### src/rtl/poll_pkg.sv
package poll_pkg;
  typedef enum logic [1:0] {ST_IDLE, ST_REQ, ST_WAIT} poll_state_e;
  typedef enum logic {RULE_ALL = 1'b0, RULE_ANY = 1'b1} rule_e;
  localparam logic [1:0] MODE_POLL = 2'b10;
  localparam int unsigned MAX_BYTES = 4;
endpackage

### src/rtl/poll_len_clamp.sv
module poll_len_clamp #(
  parameter int unsigned LEN_W = 8,
  parameter int unsigned LANES = 4,
  localparam int unsigned CW = $clog2(LANES + 1)
) (
  input  logic [LEN_W-1:0] dlen_i,
  output logic [CW-1:0]    bytes_o
);
  always_comb begin
    if (32'(dlen_i) >= LANES - 1) bytes_o = CW'(LANES);
    else                          bytes_o = CW'(dlen_i) + CW'(1);
  end
endmodule

### src/rtl/poll_compare.sv
module poll_compare
  import poll_pkg::*;
#(
  parameter int unsigned LANES = 4,
  localparam int unsigned CW = $clog2(LANES + 1),
  localparam int unsigned DW = 8 * LANES
) (
  input  logic [DW-1:0] data_i,
  input  logic [DW-1:0] mask_i,
  input  logic [DW-1:0] match_i,
  input  logic [CW-1:0] bytes_i,
  input  rule_e         rule_i,
  output logic          hit_o,
  output logic [DW-1:0] kept_o
);
  logic [DW-1:0] lane_bits;
  logic [DW-1:0] eff_mask;
  logic [DW-1:0] same;

  for (genvar g = 0; g < LANES; g++) begin : g_lane
    assign lane_bits[g*8 +: 8] = {8{bytes_i > CW'(g)}};
  end

  assign eff_mask = mask_i & lane_bits;
  assign same     = ~(data_i ^ match_i);
  assign kept_o   = data_i & lane_bits;

  always_comb begin
    if (rule_i == RULE_ANY) hit_o = |(same & eff_mask);
    else                    hit_o = &(same | ~eff_mask);
  end
endmodule

### src/rtl/poll_interval_timer.sv
module poll_interval_timer #(
  parameter int unsigned CNT_W = 16
) (
  input  logic             clk_i,
  input  logic             rst_ni,
  input  logic             load_i,
  input  logic [CNT_W-1:0] val_i,
  input  logic             tick_i,
  output logic             done_o
);
  logic [CNT_W-1:0] cnt_q;

  always_ff @(posedge clk_i or negedge rst_ni) begin
    if (!rst_ni)                        cnt_q <= '0;
    else if (load_i)                    cnt_q <= val_i;
    else if (tick_i && cnt_q != '0)     cnt_q <= cnt_q - CNT_W'(1);
  end

  // last wait cycle when one count remains
  assign done_o = (cnt_q <= CNT_W'(1));
endmodule

### src/rtl/poll_seq.sv
module poll_seq
  import poll_pkg::*;
(
  input  logic clk_i,
  input  logic rst_ni,
  input  logic poll_mode_i,
  input  logic start_i,
  input  logic frame_done_i,
  input  logic hit_i,
  input  logic auto_stop_i,
  input  logic zero_gap_i,
  input  logic gap_done_i,
  output logic req_o,
  output logic busy_o,
  output logic capture_o,
  output logic launch_o,
  output logic tick_o
);
  poll_state_e state_q, state_d;

  always_comb begin
    state_d = state_q;
    unique case (state_q)
      ST_IDLE: if (start_i && poll_mode_i) state_d = ST_REQ;
      ST_REQ: begin
        if (!poll_mode_i)                  state_d = ST_IDLE;
        else if (frame_done_i) begin
          if (hit_i && auto_stop_i)        state_d = ST_IDLE;
          else if (zero_gap_i)             state_d = ST_REQ;
          else                             state_d = ST_WAIT;
        end
      end
      ST_WAIT: begin
        if (!poll_mode_i)                  state_d = ST_IDLE;
        else if (gap_done_i)               state_d = ST_REQ;
      end
      default:                             state_d = ST_IDLE;
    endcase
  end

  always_ff @(posedge clk_i or negedge rst_ni) begin
    if (!rst_ni) state_q <= ST_IDLE;
    else         state_q <= state_d;
  end

  assign req_o     = (state_q == ST_REQ);
  assign busy_o    = (state_q != ST_IDLE);
  assign tick_o    = (state_q == ST_WAIT);
  assign capture_o = (state_q == ST_REQ) && frame_done_i;
  assign launch_o  = (state_d == ST_REQ) && ((state_q != ST_REQ) || frame_done_i);
endmodule

### src/rtl/status_poll_matcher.sv
module status_poll_matcher
  import poll_pkg::*;
#(
  parameter int unsigned LANES = poll_pkg::MAX_BYTES,
  parameter int unsigned LEN_W = 8,
  parameter int unsigned CNT_W = 16
) (
  input  logic                         clk_i,
  input  logic                         rst_ni,
  input  logic [1:0]                   mode_i,
  input  logic                         start_i,
  input  logic [LEN_W-1:0]             dlen_i,
  input  logic [CNT_W-1:0]             interval_i,
  input  logic [8*LANES-1:0]           mask_i,
  input  logic [8*LANES-1:0]           match_i,
  input  logic                         rule_i,
  input  logic                         auto_stop_i,
  input  logic                         irq_en_i,
  input  logic                         flag_clr_i,
  input  logic                         frame_done_i,
  input  logic [8*LANES-1:0]           frame_data_i,
  output logic                         req_o,
  output logic [$clog2(LANES+1)-1:0]   req_bytes_o,
  output logic                         busy_o,
  output logic [8*LANES-1:0]           last_data_o,
  output logic                         match_flag_o,
  output logic                         irq_o
);
  localparam int unsigned DW = 8 * LANES;
  localparam int unsigned CW = $clog2(LANES + 1);

  logic          poll_mode;
  logic          hit;
  logic          capture;
  logic          launch;
  logic          tick;
  logic          gap_done;
  logic [CW-1:0] bytes_next;
  logic [CW-1:0] bytes_q;
  logic [DW-1:0] kept;
  logic [DW-1:0] last_q;
  logic          flag_q;
  rule_e         rule;

  assign poll_mode = (mode_i == MODE_POLL);
  assign rule      = rule_e'(rule_i);

  poll_len_clamp #(.LEN_W(LEN_W), .LANES(LANES)) u_clamp (
    .dlen_i (dlen_i),
    .bytes_o(bytes_next)
  );

  poll_compare #(.LANES(LANES)) u_cmp (
    .data_i (frame_data_i),
    .mask_i (mask_i),
    .match_i(match_i),
    .bytes_i(bytes_q),
    .rule_i (rule),
    .hit_o  (hit),
    .kept_o (kept)
  );

  poll_interval_timer #(.CNT_W(CNT_W)) u_timer (
    .clk_i (clk_i),
    .rst_ni(rst_ni),
    .load_i(capture),
    .val_i (interval_i),
    .tick_i(tick),
    .done_o(gap_done)
  );

  poll_seq u_seq (
    .clk_i       (clk_i),
    .rst_ni      (rst_ni),
    .poll_mode_i (poll_mode),
    .start_i     (start_i),
    .frame_done_i(frame_done_i),
    .hit_i       (hit),
    .auto_stop_i (auto_stop_i),
    .zero_gap_i  (interval_i == '0),
    .gap_done_i  (gap_done),
    .req_o       (req_o),
    .busy_o      (busy_o),
    .capture_o   (capture),
    .launch_o    (launch),
    .tick_o      (tick)
  );

  always_ff @(posedge clk_i or negedge rst_ni) begin
    if (!rst_ni) begin
      bytes_q <= CW'(1);
      last_q  <= '0;
      flag_q  <= 1'b0;
    end else begin
      if (launch)               bytes_q <= bytes_next;
      if (capture)              last_q  <= kept;
      if (capture && hit)       flag_q  <= 1'b1;  // set beats clear
      else if (flag_clr_i)      flag_q  <= 1'b0;
    end
  end

  assign req_bytes_o  = bytes_q;
  assign last_data_o  = last_q;
  assign match_flag_o = flag_q;
  assign irq_o        = flag_q & irq_en_i;
endmodule

### config.mk
export PLATFORM = sky130hd
export DESIGN_NAME = status_poll_matcher
export DESIGN_NICKNAME = d
export VERILOG_FILES = /design/src/rtl/poll_pkg.sv /design/src/rtl/poll_len_clamp.sv /design/src/rtl/poll_compare.sv /design/src/rtl/poll_interval_timer.sv /design/src/rtl/poll_seq.sv /design/src/rtl/status_poll_matcher.sv
export SDC_FILE = /design/constraint.sdc
export NUM_CORES = 1
export LEC_CHECK = 0
export BUFFER_PORTS_ARGS = -buffer_cell sky130_fd_sc_hd__clkbuf_2
export CORE_MARGIN = 5
export CORE_UTILIZATION = 35
export CTS_CLUSTER_DIAMETER = 120
export DETAILED_ROUTE_END_ITERATION = 10
export PLACE_DENSITY = 0.75
export SLEW_MARGIN = 20
export SYNTH_ARGS = -nofsm -noshare
export SYNTH_HDL_FRONTEND = slang
export SYNTH_SLANG_ARGS = --single-unit
### constraint.sdc
create_clock -name clk_i -period 3.2 [get_ports clk_i]
set_input_delay 0.16 -clock clk_i [delete_from_list [all_inputs] [get_ports clk_i]]
set_output_delay 0.16 -clock clk_i [all_outputs]
set_load 0.005 [all_outputs]
==> results of run 1 <==
[layout make-up]
| cell class | count | area [um2] | share of cell area |
|---|---|---|---|
| clock buffers | 6 | 72.57 | 0.01635 |
| multi-input cells | 270 | 1794 | 0.4043 |
| clock inverters | 2 | 37.54 | 0.008458 |
| repair buffers | 173 | 880.8 | 0.1985 |
| well taps | 129 | 161.4 | 0.03637 |
| flip-flops and latches | 54 | 1353 | 0.3048 |
| inverters | 37 | 138.9 | 0.03129 |
[worst reg2reg max path: stages (launching register included)]
cell and delay, ns:
dfrtp_1 0.55, or2_2 0.48, nor2_1 0.16, o21ai_0 0.10, a221oi_1 0.22, a31oi_1 0.12
a31o_1 0.26, o221ai_2 0.30, mux2_4 0.33
[state kept, by name, summed over array words and instances (netlist names)]
register,count
last_data_o,32
match_flag_o,1
req_bytes_o,3
u_timer.cnt_q,16
u_seq.state_q,2
[metal layers]
layer / track usage / wire (um)
met1: 0.2375 / 4752
met2: 0.3472 / 5854
met3: 0.03719 / 807
met4: 0.04599 / 146
met5: 0 / 0
[where the power goes]
part	leakage, nW	total, mW	internal, mW	switching, mW
Combinational	1.58	0.689	0.340	0.348
Clock	0.0514	0.465	0.234	0.231
Sequential	0.680	1.01	0.856	0.152
Total	2.31	2.16	1.43	0.732
[repair_timing]
item / CTS / global route
buffers inserted: 0 / 0
endpoints found under the setup margin: 0 / 0
endpoints found under the hold margin: 7 / 0
gates resized for setup: 0 / 0
hold buffers: 1 / 0
[cells in the mapped netlist, drive strengths merged (10+ instances only)]
library cell	number	area, um2
dfrtp	53	1326
nand2	49	188.9
inv	37	138.9
xor2	23	201.4
nand3	21	110.1
nor2	21	81.33
a22o	16	140.1
o22ai	15	93.84
a22oi	13	97.59
nor4	12	96.34
o21ai	11	55.05
nor3	10	55.05
xnor2	10	87.58
[cell families after synthesis]
group                      count (synthesis)
DFF                                       54
adders and majority gates                  3
muxes                                      4
xor gates and xnor gates                  33
AOI/OAI and AO/OA                         97
and+or+nand+nor                          133
buffers and inverters                     50
[how the worst max path moves through the flow]
stage	from	to	slack (ns)
CTS	req_bytes_o[2]	req_bytes_o[2]	0.59
finish	req_bytes_o[2]	req_bytes_o[2]	0.58
floorplan	u_timer.cnt_q[8]	req_bytes_o[2]	0.90
detailed placement	req_bytes_o[2]	req_bytes_o[2]	0.61
global route	req_bytes_o[2]	req_bytes_o[2]	0.42
global placement	req_bytes_o[2]	req_bytes_o[2]	0.69
[metrics by stage]
stage                     instance area, um2  power (mW)  utilization  setup slack, ns
after floorplan                         3348       1.359            -           0.8964
after global placement                  4318       1.678       0.4651           0.6904
after detailed placement                4318       1.708       0.4651           0.6130
after CTS                               4438       2.183       0.4780           0.5938
after global routing                    4438       2.307       0.4780           0.4213
final                                   4438       2.162       0.4780           0.5808
==> results.json, run 1 <==
{
  "status": "finished clean",
  "cp.depth": 8,
  "cp_slowest_cell": "dfrtp_1",
  "die_h_um": 107.8,
  "hold_depth": 2,
  "synth_top_family_by_area": "compound AO/OA/AOI/OAI gates",
  "worst-r2r-cell-count": 8,
  "vias": 3533,
  "clk_pin_slew_ns": 0.10,
  "max_freq_ghz": 0.3818,
  "drv_slew": 0,
  "cts_made_buffers": 5,
  "synth_fp_nets": 507,
  "whs_ns": 0.02631,
  "yosys_warnings": 0,
  "clkSinkCount": 54,
  "root_buffer": "clkbuf_8",
  "path_class": "reg -> reg",
  "synth_ff_type": "dfrtp_1",
  "synth_area_mm2": 0.003348,
  "power.leakage_nw": 2.307,
  "final_cell_mix": "clkbuf_2, dfrtp_1, nand2_1",
  "synth_xor_area_frac": 0.08632,
  "fin_tns_setup_ns": 0,
  "p_per_area_mw_per_mm2": 487.2,
  "finalCritPeriodShare": 0.8185,
  "gp_congestion": 0.8865,
  "wire_per_inst_um": 17.23,
  "path_buf_inv": 0,
  "first_pass_iters": 4,
  "cp-end-kind": "register",
  "design.die.area_mm2": 0.01162,
  "drv_cap": 0,
  "dpl.hpwl_mm": 9.531,
  "worstReg2RegEnd": "req_bytes_o[2]",
  "n_antenna_cell": 0,
  "cts_tree": "yes",
  "fin_crit_ns": 2.619,
  "slowest_delay_ns": 0.55,
  "synth_edf_count": 0,
  "path_max_fanout": 14,
  "slew_headroom": 0.3655,
  "synthSimpleGateAreaFrac": 0.1999,
  "grt_first_pass_wirelength_mm": 18.00,
  "drt-total-wl_mm": 11.56,
  "final_nets": 674,
  "crit_path_cell_trace": "or2_2, nor2_1, o21ai_0, a221oi_1, a31oi_1, a31o_1, o221ai_2, mux2_4",
  "r2r_setup_slack_ns": 0.58,
  "muxShareOfSynthArea": 0.01495,
  "hold_end": "match_flag_o",
  "drtIter0Drc": 177,
  "fin_skew_ns": 0.01251,
  "die_w_um": 107.8,
  "gr-total-overflow": 0,
  "coreArea_mm2": 0.009284,
  "grt_max_degree": 38,
  "clock_latency_ns": 0.31,
  "setup_viol": 0,
  "ios": 169,
  "rsz0062_at_grt": "false",
  "rows": 35,
  "ys_seq_area_frac": 0.4040,
  "final_common_cell": "clkbuf_2",
  "route.detailed.drc": 0,
  "synth_compound_area_frac": 0.2227,
  "start_kind": "register",
  "final_cells": 671,
  "synth_fa_ha_area_frac": 0.01121,
  "async_flop_share": 1.000,
  "hold_viol": 0,
  "port_buffers": 168,
  "worstMarginPinSlew_ns": 0.9518,
  "avgSynthCellArea_um2": 8.952,
  "clockBufferDepth": 2,
  "syn_to_final_growth_pct": 32.55,
  "ys_ff_latch": 54,
  "dp_cells": 662,
  "synth.distinct_cells": 61,
  "grt_pass1_vias": 3657,
  "holdCritStartpoint": "flag_clr_i",
  "hold_path.class": "in -> reg",
  "track_usage": 0.1934,
  "fill_cells": 917,
  "htreeDepth": 2,
  "postRouteAntennaNets": 0,
  "required_ns": 3.41,
  "peakVddDrop_mv": 0.3162,
  "critical-path-top-delay-family": "compound AO/OA/AOI/OAI gates",
  "drive_gt1_frac": 0.3653,
  "antenna_found_initial": 0,
  "via_per_inst": 5.265,
  "arrival_ns": 2.83,
  "synthCells": 374,
  "reg2reg_from": "req_bytes_o[2]",
  "start_util": 0.3606
}
Note: power is estimated with default switching activity, not from simulation.
==> inputs of run 2 (changes only) <==
- PLACE_DENSITY: 0.75 -> 0.78
- clock period: 3.2 -> 2.25 ns (I/O delays scaled with it)
==> results.json, run 2 (synthesis gave the netlist of run 1 again) <==
{
  "gr-total-overflow": 0,
  "drv_cap": 0,
  "path_max_fanout": 5,
  "via_per_inst": 5.247,
  "die_w_um": 107.8,
  "rsz0062_at_grt": "true",
  "start_util": 0.3606,
  "regArea_mm2": 0.001353,
  "post-place-ws_ns": -0.1434,
  "final_nets": 715,
  "rows": 35,
  "postRouteAntennaNets": 0,
  "multi_input_area_mm2": 0.001908,
  "drive_gt1_frac": 0.4340,
  "grt_first_pass_wirelength_mm": 18.42,
  "whs_ns": 0.03474,
  "syn_to_final_growth_pct": 45.44,
  "track_usage": 0.1969,
  "clk_pin_slew_ns": 0.10,
  "max_freq_ghz": 0.4297,
  "dp_cells": 686,
  "setup_ws_ns": -0.07695,
  "peakVddDrop_mv": 0.3323,
  "worstMarginPinSlew_ns": 0.7818,
  "path_class": "reg -> reg",
  "grt_pass1_vias": 3771,
  "gp_congestion": 0.9028,
  "clockBufferDepth": 2,
  "die_h_um": 107.8,
  "first_pass_iters": 4,
  "clock_latency_ns": 0.31,
  "design.die.area_mm2": 0.01162,
  "wire_per_inst_um": 16.87,
  "status": "finished with violations",
  "grt_max_degree": 31,
  "fin_skew_ns": 0.005205,
  "vias": 3736,
  "hold_viol": 0,
  "drv_slew": 0,
  "final_core_util": 0.5245,
  "antenna_found_initial": 0,
  "start_kind": "register",
  "drtIter0Drc": 218,
  "cp-end-kind": "register",
  "coreArea_mm2": 0.009284,
  "power.leakage_nw": 2.543,
  "slew_headroom": 0.4788,
  "cts_tree": "yes",
  "finalCritPeriodShare": 1.034,
  "fin_crit_ns": 2.327,
  "hold_path.class": "in -> reg",
  "fill_cells": 874,
  "clkSinkCount": 54,
  "n_antenna_cell": 0,
  "htreeDepth": 2,
  "root_buffer": "clkbuf_8",
  "arrival_ns": 2.52,
  "dpl.hpwl_mm": 9.686,
  "p_total_mw": 3.292,
  "final_cells": 712,
  "violations": "negative setup slack",
  "cts_made_buffers": 5,
  "route.detailed.drc": 0,
  "setup_viol": 11,
  "final_cell_mix": "clkbuf_2, dfrtp_1, nand2_1",
  "ios": 169,
  "required_ns": 2.44,
  "port_buffers": 168,
  "drt-total-wl_mm": 12.01,
  "largest_register_ffs": 32,
  "final_common_cell": "clkbuf_2",
  "p_per_area_mw_per_mm2": 675.9
}
run 2: changes by cell type in the layout (fill, tap and decap cells not counted), moves of 2 or more:
cell | previous run | this run
buf_4 | 4 | 39
buf_6 | 0 | 4
nor2_1 | 19 | 13
nor2_2 | 2 | 7
nor4_1 | 10 | 8
o21ai_0 | 9 | 4
o21ai_1 | 2 | 7
o311ai_0 | 2 | 0
or2_4 | 0 | 2
or3_1 | 2 | 0
or3_4 | 1 | 3
run 2: final cells by class:
| class | count | share of cell area |
|---|---|---|
| Clock inverter | 2 | 0.007708 |
| Sequential cell | 54 | 0.2777 |
| Tap cell | 129 | 0.03314 |
| Inverter | 37 | 0.02852 |
| Timing Repair Buffer | 213 | 0.2461 |
| Clock buffer | 6 | 0.01490 |
| Multi-Input combinational cell | 271 | 0.3918 |
run 2: critical path, cell delays in order, from the launching register on:
cell,delay (ns)
dfrtp_1,0.39
or4_4,0.57
buf_6,0.14
or3_4,0.34
nor2_4,0.15
or2_4,0.18
nor3_2,0.08
nand2_2,0.08
nor2_1,0.04
a221o_1,0.26
run 2: through the flow:
stage	instance area, um2	TNS, ns
global route	4870	-1.411
floorplan	3354	-0.02122
global placement	4498	-0.1923
CTS	4718	-0.1655
detailed placement	4498	-0.6986
finish	4870	-0.3269
run 2: where the power goes:
group | leakage (nW) | switching [mW] | internal [mW]
combinational | 1.81 | 0.592 | 0.633
sequential | 0.680 | 0.181 | 1.22
clock | 0.0514 | 0.334 | 0.333
total | 2.54 | 1.11 | 2.18
run 2: routing by layer:
metal / up-vias / track usage / part of all wire
li1: 1769 / - / -
met1: 1766 / 0.2481 / 0.41
met2: 188 / 0.3508 / 0.50
met3: 13 / 0.03479 / 0.084
met4: 0 / 0.04148 / 0.012
met5: - / 0 / 0
run 2: path summary, 6_finish.rpt:
check                      cells past startpoint  slack (ns)           endpoint              from
max                                            9       -0.08  u_timer.cnt_q[15]  u_timer.cnt_q[6]
min                                            3        0.03   u_timer.cnt_q[1]     interval_i[1]
max reg2reg                                    9       -0.08  u_timer.cnt_q[15]  u_timer.cnt_q[6]
min reg2reg                                    2        0.48    last_data_o[14]   last_data_o[14]
max in group asynchronous                      3        1.05    last_data_o[10]            rst_ni
min in group asynchronous                      2        0.42    last_data_o[19]            rst_ni
run 2: repair_timing:
| action | CTS | global route |
|---|---|---|
| buffers inserted | 5 | 10 |
| gates cloned | 1 | 0 |
| pin swaps | 5 | 10 |
| hold endpoints to repair | 28 | 0 |
| hold buffers | 2 | 0 |
| gates resized for setup | 11 | 23 |
| endpoints found under the setup margin | 17 | 25 |
==> inputs of run 3 (changes only) <==
==> constraint.sdc (replaced) <==
create_clock -name clk_i -period 2.25 [get_ports clk_i]
set_input_delay 0.3375 -clock clk_i [delete_from_list [all_inputs] [get_ports clk_i]]
set_output_delay 0.3375 -clock clk_i [all_outputs]
set_load 0.005 [all_outputs]
==> results.json, run 3 (synthesis gave the netlist of run 1 again) <==
{
  "max_freq_ghz": 0.4175,
  "violations": "negative setup slack",
  "setup_viol": 8,
  "cts_made_buffers": 5,
  "wire_per_inst_um": 16.86,
  "rsz0062_at_grt": "true",
  "final_common_cell": "clkbuf_2",
  "via_per_inst": 5.200,
  "slew_headroom": 0.5669,
  "use_met1": 0.2507,
  "design.die.area_mm2": 0.01162,
  "die_h_um": 107.8,
  "root_buffer": "clkbuf_8",
  "busiest_layer": "met2",
  "die_w_um": 107.8,
  "status": "finished with violations",
  "vias": 3692,
  "whs_ns": 0.03420,
  "grt_first_pass_wirelength_mm": 18.46,
  "rows": 35,
  "gr-total-overflow": 0,
  "largest_register_ffs": 32,
  "required_ns": 2.46,
  "drv_cap": 0,
  "cp-end-kind": "register",
  "drive_gt1_frac": 0.4355,
  "clkSinkCount": 54,
  "use_met2": 0.3575,
  "worstMarginPinSlew_ns": 0.6481,
  "track_usage": 0.1986,
  "hold_buffers": 0,
  "grt.met3_usage": 0.03479,
  "drv_slew": 0,
  "coreArea_mm2": 0.009284,
  "first_pass_iters": 4,
  "hold_path.class": "in -> async",
  "final_core_util": 0.5226,
  "n_antenna_cell": 0,
  "fin_skew_ns": 0.01176,
  "grt_max_degree": 32,
  "fin_crit_ns": 2.395,
  "postRouteAntennaNets": 0,
  "path_max_fanout": 3,
  "path_class": "reg -> reg",
  "arrival_ns": 2.61,
  "p_total_mw": 3.272,
  "port_buffers": 168,
  "setup_ws_ns": -0.1450,
  "cp_slowest_cell": "or4_4",
  "peakVddDrop_mv": 0.3286,
  "clock_latency_ns": 0.31,
  "power.leakage_nw": 2.525,
  "dpl.hpwl_mm": 9.787,
  "start_util": 0.3606,
  "path_buf_inv": 0,
  "clk_pin_slew_ns": 0.11,
  "final_nets": 713,
  "final_cell_mix": "clkbuf_2, dfrtp_1, nand2_1",
  "grt_pass1_vias": 3764,
  "drtIter0Drc": 175,
  "clockBufferDepth": 2,
  "crit_path_cell_trace": "or4_4, nor4_4, mux2i_1, or3_4, o31ai_4, o221ai_4, mux2_4",
  "cts_tree": "yes",
  "finalCritPeriodShare": 1.064,
  "antenna_found_initial": 0,
  "ios": 169,
  "slowest_delay_ns": 0.57,
  "p_per_area_mw_per_mm2": 674.3,
  "hold_viol": 0,
  "gp_congestion": 0.9049,
  "drt-total-wl_mm": 11.97,
  "htreeDepth": 2,
  "route.detailed.drc": 0,
  "syn_to_final_growth_pct": 44.92,
  "post-place-ws_ns": -0.1237,
  "start_kind": "register",
  "critical-path-top-delay-family": "simple AND/OR/NAND/NOR gates"
}
run 3: cell types whose count changed in the layout (fill, tap and decap cells not counted), moves of 2 or more:
cell / change
o21ai_1: -3
dlygate4sd3_1: -2
o21ai_0: +2
o311ai_0: +2
run 3: final cells by class:
| class | count | area [um2] |
|---|---|---|
| Timing Repair Buffer | 212 | 1202 |
| Inverter | 37 | 138.9 |
| Multi-Input combinational cell | 270 | 1883 |
| Clock inverter | 3 | 45.04 |
| Tap cell | 129 | 161.4 |
| Fill cell | 893 | 4432 |
| Clock buffer | 5 | 68.82 |
| Sequential cell | 54 | 1353 |
run 3: worst paths after layout:
path,startpoint,to,slack [ns],cells past startpoint
min reg2reg,last_data_o[14],last_data_o[14],0.48,2
max,u_timer.cnt_q[5],req_bytes_o[2],-0.14,7
min,rst_ni,last_data_o[17],0.03,1
min in group clk_i,flag_clr_i,match_flag_o,0.20,2
max reg2reg,u_timer.cnt_q[5],req_bytes_o[2],-0.14,7
max in group asynchronous,rst_ni,req_bytes_o[0],1.55,2
run 3: power breakdown:
part,internal (mW),switching (mW)
clock,0.332,0.339
combinational,0.618,0.591
sequential,1.22,0.173
total,2.17,1.10
run 3: repair_timing:
| action | CTS | global route |
|---|---|---|
| endpoints found under the setup margin | 15 | 26 |
| pin swaps | 4 | 9 |
| buffers inserted | 5 | 3 |
| gates resized for setup | 10 | 18 |
run 3: per-stage QoR:
stage	TNS [ns]	cells	cell area (um2)
after global routing	-1.596	710	4852
after floorplan	-0.02122	374	3354
after detailed placement	-0.5107	694	4571
final	-0.5937	710	4852
after CTS	-0.3431	707	4761
after global placement	-0.1875	694	4571
run 3: per-layer routing:
layer  part of all wire  up-vias
met3              0.082        8
met5                  0        -
li1                   -     1765
met1               0.41     1774
met4             0.0063        0
met2               0.51      145
